--- src/rtl/wnb_pkg.sv ---
// Shared types for the wide-to-narrow bridge.
// Assumes: nothing beyond IEEE 1800-2017.
package wnb_pkg;
    typedef enum logic {
        ERR_IDLE = 1'b0,
        ERR_SENT = 1'b1
    } err_state_e;
endpackage

--- src/rtl/wnb_lane_decode.sv ---
// Lane decoder: reports whether exactly one select bit is set and,
// if so, its index.
// Assumes: the index output is meaningful only when single_o is high.
module wnb_lane_decode #(
    parameter int LANES = 8,
    localparam int LB = $clog2(LANES)
) (
    input  logic [LANES-1:0] sel_i,
    output logic [LB-1:0]    idx_o,
    output logic             single_o
);
    localparam int CW = $clog2(LANES + 1);

    // Purpose: count the set bits and record the position of a set bit.
    always_comb begin
        logic [CW-1:0] cnt;
        cnt   = '0;
        idx_o = '0;
        for (int i = 0; i < LANES; i++) begin
            if (sel_i[i]) begin
                cnt   = cnt + CW'(1);
                idx_o = LB'(i);
            end
        end
        single_o = (cnt == CW'(1));
    end

    // Purpose: a single-lane result must point at a selected lane.
    always_comb begin
        if (single_o) assert_idx_hits_sel_R1: assert (sel_i[idx_o]);
    end
endmodule

--- src/rtl/wnb_lane_steer.sv ---
// Data steering: selects the write byte for the slave and places the
// slave's read byte onto the chosen lane of the wide read bus.
// Assumes: valid_i is high only for a single-lane request.
module wnb_lane_steer #(
    parameter int LANES = 8,
    parameter int SW    = 8,
    localparam int LB   = $clog2(LANES),
    localparam int MW   = LANES * SW
) (
    input  logic [LB-1:0] idx_i,
    input  logic          valid_i,
    input  logic [MW-1:0] wide_w_i,
    output logic [SW-1:0] narrow_w_o,
    input  logic [SW-1:0] narrow_r_i,
    output logic [MW-1:0] wide_r_o
);
    logic [LANES-1:0] lane_en;

    // Purpose: pick the write byte of the active lane.
    always_comb narrow_w_o = wide_w_i[idx_i*SW +: SW];

    for (genvar g = 0; g < LANES; g++) begin : g_lane
        // Purpose: drive one read lane, zero unless it is the active lane.
        assign lane_en[g] = valid_i && (idx_i == LB'(g));
        assign wide_r_o[g*SW +: SW] = lane_en[g] ? narrow_r_i : '0;
    end

    // Purpose: at most one read lane may carry data.
    always_comb begin
        assert_one_lane_R3: assert ($onehot0(lane_en));
    end
endmodule

--- src/rtl/wnb_err_resp.sv ---
// Error responder: answers a rejected request with a single-cycle
// error pulse one clock after it is first seen.
// Assumes: synchronous active-low reset.
module wnb_err_resp
    import wnb_pkg::*;
(
    input  logic clk,
    input  logic rst_n,
    input  logic bad_req_i,
    output logic err_o
);
    err_state_e state_q;

    // Purpose: arm the pulse on a new rejected request, then drop it.
    always_ff @(posedge clk) begin
        if (!rst_n)
            state_q <= ERR_IDLE;
        else if (bad_req_i && state_q == ERR_IDLE)
            state_q <= ERR_SENT;
        else
            state_q <= ERR_IDLE;
    end

    assign err_o = (state_q == ERR_SENT) && bad_req_i;

    // Purpose: the error response lasts at most one cycle.
    assert_err_one_cycle_R7: assert property (@(posedge clk) disable iff (!rst_n)
        err_o |=> !err_o);
endmodule

--- src/rtl/wide_narrow_bridge.sv ---
// Bridge from a 64-bit byte-selected register bus to an 8-bit slave.
// Derives the slave's low address bits from the one-hot byte select,
// steers data on the matching lane, and rejects multi-lane or empty
// selects with an error pulse. Adds no latency on the ack/data path.
// Assumes: classic (non-pipelined) single accesses, synchronous
// active-low reset.
module wide_narrow_bridge #(
    parameter int MAW = 32,
    parameter int MDW = 64,
    parameter int SDW = 8,
    parameter int SAW = 12,
    localparam int LANES = MDW / SDW,
    localparam int LB    = $clog2(LANES)
) (
    input  logic             clk,
    input  logic             rst_n,
    input  logic [MAW-1:0]   m_adr,
    input  logic [MDW-1:0]   m_dat_w,
    input  logic [LANES-1:0] m_sel,
    input  logic             m_cyc,
    input  logic             m_stb,
    input  logic             m_we,
    output logic [MDW-1:0]   m_dat_r,
    output logic             m_ack,
    output logic             m_err,
    output logic [SAW-1:0]   s_adr,
    output logic [SDW-1:0]   s_dat_w,
    input  logic [SDW-1:0]   s_dat_r,
    output logic             s_cyc,
    output logic             s_stb,
    output logic             s_we,
    input  logic             s_ack
);
    logic [LB-1:0] lane_idx;
    logic          lane_single;
    logic          bad_req;

    wnb_lane_decode #(.LANES(LANES)) u_dec (
        .sel_i    (m_sel),
        .idx_o    (lane_idx),
        .single_o (lane_single)
    );

    wnb_lane_steer #(.LANES(LANES), .SW(SDW)) u_steer (
        .idx_i      (lane_idx),
        .valid_i    (lane_single),
        .wide_w_i   (m_dat_w),
        .narrow_w_o (s_dat_w),
        .narrow_r_i (s_dat_r),
        .wide_r_o   (m_dat_r)
    );

    // Purpose: flag a live request that cannot map to one narrow access.
    assign bad_req = m_cyc && m_stb && !lane_single;

    wnb_err_resp u_err (
        .clk       (clk),
        .rst_n     (rst_n),
        .bad_req_i (bad_req),
        .err_o     (m_err)
    );

    // Purpose: forward control to the slave, gated by reset and lane check.
    assign s_cyc = rst_n && lane_single && m_cyc;
    assign s_stb = rst_n && lane_single && m_stb;
    assign s_we  = m_we;

    // Purpose: keep upper word address, replace low bits by lane index.
    assign s_adr = {m_adr[SAW-1:LB], lane_idx};

    // Purpose: return the slave ack only for a live, accepted request.
    assign m_ack = s_ack && m_cyc && m_stb && lane_single;

    // Purpose: a rejected select mask never reaches the slave.
    assert_reject_blocks_slave_R4: assert property (@(posedge clk) disable iff (!rst_n)
        ($countones(m_sel) != 1) |-> (!s_cyc && !s_stb));

    // Purpose: ack and error are mutually exclusive.
    assert_ack_err_excl_R7: assert property (@(posedge clk) disable iff (!rst_n)
        !(m_ack && m_err));

    // Purpose: a forwarded cycle carries a low address bit set that hits a selected lane.
    assert_addr_lane_R1: assert property (@(posedge clk) disable iff (!rst_n)
        s_cyc |-> m_sel[s_adr[LB-1:0]]);

    // Purpose: slave stays idle while reset is asserted.
    always_ff @(posedge clk) begin
        if (!rst_n) assert_reset_quiet_R8: assert (!s_cyc && !s_stb);
    end
endmodule

--- config.mk ---
export PLATFORM = sky130hd
export DESIGN_NAME = wide_narrow_bridge
export DESIGN_NICKNAME = d
export VERILOG_FILES = /design/src/rtl/wnb_pkg.sv /design/src/rtl/wnb_lane_decode.sv /design/src/rtl/wnb_lane_steer.sv /design/src/rtl/wnb_err_resp.sv /design/src/rtl/wide_narrow_bridge.sv
export SDC_FILE = /design/constraint.sdc
export NUM_CORES = 1
export LEC_CHECK = 0
export ABC_AREA = 1
export BUFFER_PORTS_ARGS = -buffer_cell sky130_fd_sc_hd__buf_2
export CAP_MARGIN = 25
export CORE_AREA = 2 2 81 83
export DETAILED_ROUTE_END_ITERATION = 8
export DIE_AREA = 0 0 83 85
export GPL_TIMING_DRIVEN = 0
export MAX_ROUTING_LAYER = met4
export PLACE_DENSITY = 0.74
export SLEW_MARGIN = 5
export SYNTH_ARGS = -nofsm -noshare
export SYNTH_HDL_FRONTEND = slang
export SYNTH_HIERARCHICAL = 1
export SYNTH_SLANG_ARGS = --single-unit
--- constraint.sdc ---
create_clock -name clk -period 5.5 [get_ports clk]
set_clock_uncertainty 0.1 [all_clocks]
set_input_delay 0 -clock clk [delete_from_list [all_inputs] [get_ports clk]]
set_output_delay 0 -clock clk [all_outputs]
set_load 0.03 [all_outputs]
==> summary.md, run 1 <==
The wire length per cell is 10.5 um, and the number of vias in the routed layout is 2947. Number of setup violations in the final report: 0. The slowest library cell on the worst path was sky130_fd_sc_hd__ha_1. For this configuration, the core starts out at a cell density of 30.9%. The setup slack on the worst flop-to-flop path was 4930 ps.

The worst pin sits at a relative slew slack of 75.0%. Clock-pin slew was measured on the worst setup and hold paths at 0 ps. The worst hold path belongs to the class in2reg. In the global route stage, overall resource usage came out at 18.8%.

The share of the cycle needed by the critical path after routing works out to 83.8%. The length in cells of the worst reg-to-reg path is 1. Power spread over the standard cell area amounts to 105 nW/um2. The start of the worst register-to-register path was u_err/state_q$_SDFF_PN0_. The die outline height works out to 85 um.

Averaged over all synthesized cells, the footprint is 4.67 um2. The worst register-to-register path ends at u_err/state_q$_SDFF_PN0_. The synthesized flop and latch total was 1; the final standard cell count with taps included and fillers excluded was 660. The number of port buffers was 173; the design area was 2880 um2.

For the worst setup path, the data required time is 5400 ps. Counting flops with a built-in enable in the synthesized netlist gives 0. Along the worst path, the maximum fanout reaches 8.

Clock latency on the worst-skew pair, taken at its later pin, is 0 ps. After routing, the total negative slack on setup checks comes to 0 ps. The commonest cells after synthesis are 212 x sky130_fd_sc_hd__nand2_1, 74 x sky130_fd_sc_hd__nor2_1, 35 x sky130_fd_sc_hd__inv_1.

By startpoint and endpoint, the worst setup path is classified as in2out. The net count after synthesis came out at 535. The detailed router's first-iteration violation count is 123. In this run the remaining antenna-violating nets after routing total 0. By instance count, the cell type seen most on the critical path is sky130_fd_sc_hd__nand2_1. The via count of the first global-routing pass came out at 2703. STA classifies the critical path endpoint as a primary output. The area growth from synthesis to final layout is 50.2%. The minimum clock period works out to 4610 ps. The flow ran to the end, and the final reports show no timing, DRC or antenna violations.

The cell row count was 29; the basic-gate share of the synthesized area counting and, or, nand and nor cells was 74.7%. In the final layout, the registers with the most flip-flops are u_err/state_q x1. The delay of the slowest cell on the worst path came out at 350 ps. In the synthesized netlist the dominant register cell turns out to be sky130_fd_sc_hd__dfxtp_1. The number of DRC violations after detailed routing was 0. Summing the areas of all xor and xnor instances in the mapped netlist gives 0% of the synthesized area.

The logs give 0.217 GHz for the top achievable clock speed and 1920 um2 for the cell area after synthesis. The hold violation total from the final report is 0, and the width of the die is 83 um. The post-CTS resize count is 0. The synthesized-area fraction occupied by ao, oa, aoi and oai cells works out to 2.48%. Yosys printed 6 warnings.

Of the post-synthesis cell area, the dominant cell type holds 41.5%. After floorplanning, the core was sized to cover 6200 um2. The net total in the final layout is 710, and the leakage power summed over all cells is 2.11 nW. Counting flops with an async set or reset pin after synthesis yields a share of 0%. After detailed placement, the design holds a cell count of 660. In the routed layout, each cell is associated on average with a via count of 4.47. For the leftover overflow at the end of global routing, the log shows 0.

0 antenna diodes ended up in the layout. The die covers 7060 um2. The tool flagged a number of max-cap violations equal to 0. Of the synthesized area, sequential elements account for 1.05%.

In the post-synthesis netlist, the cell with the most instances is sky130_fd_sc_hd__nand2_1. STA classifies the critical path startpoint as an input pin. The first detailed-routing pass took 4 iterations. Setup repair after global routing left no endpoint under its margin. The gate count after technology mapping came out at 410. The number of post-CTS setup repair buffers is 0, and the post-synthesis mux area share is 0%. The congestion estimate from routability-driven global placement came to 0.915.

Sorting the synthesized cells by area gives the leading types as sky130_fd_sc_hd__nand2_1 42%, sky130_fd_sc_hd__nor2_1 15%, sky130_fd_sc_hd__inv_1 6.9%. The transition time of the tightest slew-check pin is 372 ps, and the distinct cell type count after synthesis is 24. Pin placement for this block handled 207 I/O pins. The adder and majority gate portion of the synthesized area is 4.57%.

The detailed placement HPWL was 5870 um. The endpoint arrival time on the critical path came out at 4510 ps. The first global-routing pass estimated 11300 um of wire. The initial antenna violation count was 0.

For this design, the CTS-stage hold fixing added 0 buffers. The tools report the critical path startpoint as m_sel[1]. Of the cells placed in the final design, the portion with a size suffix greater than 1 is 39.8%. The dominant cell type by area after synthesis was sky130_fd_sc_hd__nand2_1. The dominant combinational cell family by area after synthesis is simple AND/OR/NAND/NOR gates. Entering global routing, the biggest net connects 11 pins. The tools report the instance area at placement as 2880 um2.

The most critical setup path has its endpoint at m_dat_r[30]. Summed over all layers, the routed wires come to 6960 um. The largest register by flop count was u_err/state_q. The flip-flop count of the largest register after layout works out to 1. The count of pins over their slew limit was 0. The worst ir drop on vdd came out at 0.0506 mV.
-- per-layer routing --
metal | global-route usage [%] | wire (um)
met4 | 2.38 | 34
met2 | 35.7 | 3600
met5 | - | 0
met1 | 21.9 | 2920
met3 | 1.75 | 409
-- cells in the final DEF, fill, tap and decap left out, drive strengths merged --
cell    instances
nor2           80
nand3          18
dfxtp           1
o21ai           3
buf           194
nand4           1
ha              7
nand2         230
inv            40
or2             3
a21oi           5
o211ai          1
-- area by class of cell --
class / instances / area [um2]
Buffer: 21 / 175
Inverter: 40 / 155
Sequential cell: 1 / 20.0
Multi-Input combinational cell: 348 / 1570
Tap cell: 77 / 96.3
Timing Repair Buffer: 173 / 866
Fill cell: 690 / 3330
-- worst min-delay path by stage --
stage,from,to,slack [ps],cells past startpoint
floorplan,m_adr[10],s_adr[10],30,1
global placement,rst_n,u_err/state_q$_SDFF_PN0_,150,3
detailed placement,rst_n,u_err/state_q$_SDFF_PN0_,150,3
CTS,m_adr[4],s_adr[4],150,2
global route,m_adr[4],s_adr[4],150,2
finish,rst_n,u_err/state_q$_SDFF_PN0_,150,3
-- metrics by stage --
step | power (mW) | setup slack [ps] | hold WS [ps] | utilization, %
2_1_floorplan | 0.216 | 1280 | 31.7 | -
3_3_place_gp | 0.297 | 974 | 145 | 46.4
3_5_place_dp | 0.302 | 881 | 145 | 46.4
4_1_cts | 0.303 | 878 | 151 | 46.4
5_1_grt | 0.333 | 486 | 155 | 46.4
6_report | 0.302 | 893 | 149 | 46.4
-- where the power goes --
part,internal (mW),switching [mW]
Combinational,0.105,0.188
Clock,0,0
Sequential,0.00788,0.000264
Total,0.113,0.189
-- critical path, delay by kind of cell --
kind / cells / cell delay [ps]
and+or+nand+nor: 14 / 1940
buffers and inverters: 7 / 620
adders and majority gates: 6 / 1690
AOI/OAI and AO/OA: 2 / 210
-- logic make-up after synthesis --
kind of cell | Yosys count
AOI/OAI and AO/OA | 9
DFF | 1
adders and majority gates | 7
and+or+nand+nor | 332
buffers and inverters | 61
Note: power is estimated with default switching activity, not from simulation.
==> run 2: changes to the inputs <==
Settings changed: PLACE_DENSITY 0.74 to 0.76.
Clock period 5.5 ns to 3.8 ns, I/O delays scaled along.
==> run 2 against run 1 <==
Net effect: sequential share of layout area down 0.22 points; die area unchanged; critical path type unchanged; global-route usage is 6.5 points higher; cell count rose by 3.3%; sequential power grew 45%; the run now ends with negative setup slack left; via count rose by 7.5%; routed wire length grew 33%; first-iteration DRC count down 26%; power is 110% higher.
==> summary.md, run 2 (synthesis results as in run 1) <==
The run finished, with violations left. The checks that failed: negative setup slack. Detailed placement finished with a half-perimeter wire length of 6500 um. The worst hold slack is 150 ps. The area growth from synthesis to final layout is 122%, and the final wirelength is 9290 um.

The floorplan step set the die width to 83 um. In this run the power density over the cells is 152 nW/um2. The critical path is of the in2out type. For this run, design rule violations remaining after detail routing come to 0. The number of port buffers is 173.

In this run, the combinational gates consume 98.2% of the power. For the leftover overflow at the end of global routing, the log shows 0. Of the available clock period, the critical path in the final layout requires 102%. In this run the cell area measured after placement is 3500 um2. Counting flops per register, the top entry is u_err/state_q. The max-capacitance violation count came out at 0. STA classifies the critical path startpoint as an input pin. Via count of the first global-routing pass: 3158. The worst ir drop on vdd came out at 0.0872 mV.

The die area came out at 7060 um2. The minimum setup slack in the final design was -70.0 ps. The count of pins over their slew limit is 0, and the global-route usage over all layers is 25.2%. The initial antenna violation count is 0. Die outline height: 85 um. The detailed router finished its first iteration with 91 violations. The length in cells of the worst reg-to-reg path is 1, and the number of setup violations in the final report is 32. In this run the most critical hold path is launched from m_adr[5]. Setup repair after global routing could not meet its margin everywhere. Once layout is complete, the cells apart from fillers number 682. In this run, placement finished with an instance count of 660. Switching part of the total: 59.3%. The worst hold path terminates at s_adr[5]. Most common cell after layout, fill and taps aside: sky130_fd_sc_hd__nand2_1. The initial utilization of the core area, before any placement, comes to 30.9%.

In the layout the commonest cells are 200 x sky130_fd_sc_hd__nand2_1, 108 x sky130_fd_sc_hd__buf_2, 70 x sky130_fd_sc_hd__buf_6. The nature of the critical path endpoint was a primary output. The logs give 52.2% for the worst slew slack as a fraction of its limit and 3700 ps for the required time reported for the critical path endpoint. The flip-flop count of the largest register after layout works out to 1.

By instance count, the cell type seen most on the critical path is sky130_fd_sc_hd__ha_4. The tools report the placer's final routability congestion estimate as 0.899. Along the worst hold path, the cell count comes to 2. The delay of the slowest cell on the worst path was 280 ps.

Pin placement for this block handled 207 I/O pins. The net total in the final layout was 732. The finished cells cover 4250 um2. The transition time of the tightest slew-check pin is 716 ps.

The logs give 4 for the detailed-routing iteration count for the pre-antenna-repair pass and 2.27 nW for the leakage power summed over all cells. The routed layout has 3168 vias. The run gives 3220 ps as the setup slack on the worst flop-to-flop path.

For the worst setup path, the data arrival time is 3770 ps. Worst min-delay path category: in2out. The slowest library cell on the worst path is sky130_fd_sc_hd__ha_4. The run gives 0% as the clock group share of total power. Timing would allow up to 0.258 GHz.

Entering global routing, the biggest net connects 11 pins. Sequential cells account for 1.8% of the total power. The internal portion of the total power is 263 uW. Net switching power figure: 384 uW.

The largest registers in the layout are u_err/state_q x1. The number of diodes added for antenna fixing was 0. The later pin in the worst-skew pair is clocked with a latency of 0 ps. The hold violation total from the final report is 0, and the cell row count is 29. In this run the remaining antenna-violating nets after routing total 0. The region available for standard cell placement spans 6200 um2. Global-route wire length before repair: 14500 um. The fraction of final layout cells with drive strength greater than 1 works out to 58.2%. The number of hold buffers added after CTS was 0. Using the TritonRoute via totals, the vias-per-cell ratio works out to 4.65. Along the worst path, the maximum fanout reaches 8. The endpoint identified for the worst register-to-register timing path is u_err/state_q$_SDFF_PN0_. Start of the worst register-to-register path: u_err/state_q$_SDFF_PN0_. The minimum clock period was 3870 ps.

In the final routed layout, each cell accounts on average for 13.6 um.
[run 2: power groups by stage]
stage	registers [mW]	logic [mW]	clock network (mW)
after floorplan	0.0118	0.371	0
after global placement	0.0118	0.491	0
after detailed placement	0.0118	0.500	0
after CTS	0.0119	0.590	0
after global routing	0.0119	0.683	0
final	0.0118	0.636	0
[run 2: timing repair]
action                     in CTS  in global routing
buffers inserted               22                  3
setup endpoints to repair      69                 69
pin swaps                      33                 29
resized for setup             150                 22
[run 2: worst max-delay path by stage]
stage,from,slack [ps],to
after floorplan,m_sel[0],-210,m_dat_r[0]
after global placement,m_sel[1],-710,m_dat_r[0]
final,m_sel[0],-70,m_dat_r[0]
after detailed placement,m_sel[0],-810,m_dat_r[16]
after CTS,m_sel[1],-150,m_dat_r[5]
after global routing,m_sel[0],-220,m_dat_r[8]
[run 2: final cells by class]
| class | instances | area, um2 |
|---|---|---|
| multi-input cells | 348 | 2310 |
| fillers | 507 | 1950 |
| repair buffers | 195 | 1470 |
| inverters | 40 | 178 |
| plain buffers | 21 | 175 |
| well taps | 77 | 96.3 |
| flip-flops and latches | 1 | 20.0 |
[run 2: critical path, delay by kind of cell]
kind | cells | cell delay (ps)
buffers and inverters | 8 | 590
AO/OA/AOI/OAI | 2 | 220
adder cells (fa/ha/maj) | 6 | 1420
AND/OR/NAND/NOR | 14 | 1530
[run 2: routing by layer]
metal | wire (um) | track usage [%] | vias up
met1 | 3390 | 26.0 | 1399
li1 | - | - | 1611
met5 | 0 | - | -
met4 | 238 | 6.86 | 0
met2 | 5110 | 49.7 | 140
met3 | 548 | 3.40 | 18
[run 2: stage by stage]
| step | util (%) | power (mW) | worst slack (ps) | TNS [ps] |
|---|---|---|---|---|
| final | 68.5 | 0.648 | -70.0 | -1130 |
| after global routing | 68.5 | 0.695 | -216 | -7940 |
| after CTS | 67.0 | 0.602 | -150 | -4870 |
| after detailed placement | 56.4 | 0.512 | -809 | -44230 |
| after global placement | 56.4 | 0.503 | -710 | -37830 |
| after floorplan | - | 0.383 | -211 | -6920 |
==> run 3: changes to the inputs <==
Settings changed: CORE_AREA 2 2 81 83 to unset, CORE_ASPECT_RATIO set to 0.5, CORE_UTILIZATION set to 32, DIE_AREA 0 0 83 85 to unset, PLACE_DENSITY 0.76 to 0.78.
==> run 3 against run 2 <==
Net effect: the run ends with design-rule violations, negative setup slack left; sequential cell count did not move; setup slack got worse by 200 ps; cell count rose by 2.1%; maximum frequency fell by 4.9%; utilization rose by 11 points; first-iteration DRC count rose to 2.5 times the previous value; global-route usage rose by 7.2 points; via count rose by 11%; routed wire length rose by 18%; sequential share of layout area barely moved; critical endpoint is now m_dat_r[1]; largest cell class unchanged.
==> summary.md, run 3 (synthesis results as in run 1) <==
The run finished, with violations left. The final reports fail on design-rule violations, negative setup slack. Hold timing on the final database bottoms out at a slack of 150 ps. The minimum setup slack in the final design is -270 ps. Detailed router's first-iteration violation count: 228. The leakage power summed over all cells was 2.36 nW. Die area: 6320 um2. The initial antenna violation count is 1, and the delay of the slowest cell on the worst path is 280 ps. For the hold violation total from the final report, the log shows 0. The design draws 776 uW. In the finished design, the share of the clock period the worst path needs comes to 107%. The nature of the critical path endpoint was a primary output.

The first global-routing pass estimated 16100 um of wire. The total overflow left after global routing is 0. STA classifies the critical path startpoint as an input pin. In this run the power density over the cells is 174 nW/um2.

Wire length per cell: 15.8 um. Once detail routing completed, the nets flagged for antenna violations numbered 0. The worst slew slack as a fraction of its limit is 51.3%.

Setup violations remaining at the end of the flow were counted as 64. The min-delay analysis places its worst path in the category in2out. In the routed design, unresolved DRC markers number 20. The most common cell after layout, fill and taps aside is sky130_fd_sc_hd__nand2_1. Hold repair after CTS inserted 0 buffers. In the layout the commonest cells are 196 x sky130_fd_sc_hd__nand2_1, 106 x sky130_fd_sc_hd__buf_2, 73 x sky130_fd_sc_hd__buf_6. The fraction of final layout cells with drive strength greater than 1 was 60.8%; the area growth from synthesis to final layout was 133%.

The final layout contains routed wiring with a total length of 11000 um. In the final layout, the registers with the most flip-flops are u_err/state_q x1. Setup repair after global routing could not meet its margin everywhere.

The initialized floorplan defines 19 standard-cell rows. During placement, the flow inserted port buffers numbering 173. The clock reaches the later pin of the worst-skew pair after 0 ps. Global routing used 32.4% of the available tracks.

Of all nets on the critical path, the largest fanout is 8. For the pin with the worst max-slew slack, the measured transition is 729 ps. Count of pins over their slew limit: 0.

The total of fill cells in the finished design is 388. For this design, the slowest cell found on the critical path is sky130_fd_sc_hd__ha_4. The flip-flop count of the largest register after layout is 1, and the endpoint arrival time on the critical path is 3970 ps.

The number of vias in the routed layout is 3531. u_err/state_q holds more flip-flops than any other register. The detailed placement HPWL was 6080 um; the boundary pin count was 207.

The first detailed-routing pass took 7 iterations. The minimum clock period was 4070 ps; the starting density of the core was 34.0%. Maximum number of pins on one net before global-route repair: 11. The top achievable clock speed was 0.246 GHz. The logs give 3700 ps for the required time reported for the critical path endpoint and 20.0 um2 for the area used by sequential logic in the layout. VDD sags by at most 0.163 mV. At the end of routability-driven placement, the weighted congestion stood at 0.832.

The run gives 749 as the net total in the final layout. The via count of the first global-routing pass was 3286. Max-cap violations in this run came to 0.

The startpoint-to-endpoint class of the critical path is in2out. Floorplan core area: 5630 um2. The die is 56.7 um tall.

Using the TritonRoute via totals, the vias-per-cell ratio works out to 5.07. The width of the die is 111 um. The multi-input combinational cells in the finished layout cover a total of 2380 um2.
-- run 3: per-stage QoR --
stage | util, % | TNS, ps | setup WS (ps) | area [um2] | instances
2_1_floorplan | - | -6920 | -211 | 2540 | 410
3_3_place_gp | 62.0 | -41930 | -772 | 3500 | 656
3_5_place_dp | 62.0 | -46890 | -848 | 3500 | 656
4_1_cts | 77.6 | -2680 | -126 | 4370 | 696
5_1_grt | 79.3 | -19560 | -360 | 4470 | 696
6_report | 79.3 | -13290 | -270 | 4470 | 696
-- run 3: area by class of cell --
| class | count | area share, % |
|---|---|---|
| inverters | 40 | 4.03 |
| diodes | 1 | 0.0560 |
| repair buffers | 212 | 36.2 |
| multi-input cells | 348 | 53.3 |
| well taps | 73 | 2.04 |
| flip-flops and latches | 1 | 0.448 |
| plain buffers | 21 | 3.92 |
-- run 3: what timing repair did --
item | 4_1_cts | 5_1_grt
pin swaps | 42 | 41
setup endpoints to repair | 69 | 69
gates resized for setup | 166 | 31
buffers inserted | 45 | 3
-- run 3: power breakdown --
part | leakage [nW] | switching, mW | internal, mW
sequential | 0.00817 | 0.000495 | 0.0114
clock | 0.00000634 | 0 | 0.0000000352
combinational | 2.36 | 0.451 | 0.313
-- run 3: path summary, 6_finish.rpt --
check                                              start                       end  slack (ps)  cells after the start
worst max-delay path                            m_sel[0]                m_dat_r[1]        -270                     30
worst min-delay path                           m_adr[10]                 s_adr[10]         150                      2
worst max register to register  u_err/state_q$_SDFF_PN0_  u_err/state_q$_SDFF_PN0_        3210                      1
worst min register to register  u_err/state_q$_SDFF_PN0_  u_err/state_q$_SDFF_PN0_         330                      1
-- run 3: critical path, delay by kind of cell --
kind | cells | cell delay (ps)
buffers and inverters | 8 | 620
adder cells (fa/ha/maj) | 6 | 1470
AO/OA/AOI/OAI | 2 | 250
AND/OR/NAND/NOR | 14 | 1600
-- run 3: layer usage --
metal  global-route usage (%)  vias to the layer above  part of all wire (%)
met3                     3.56                       65                   7.5
met1                     34.9                     1596                    37
li1                         -                     1646                     -
met5                        -                        -                     0
met2                     61.4                      224                    50
met4                     13.9                        0                   5.6
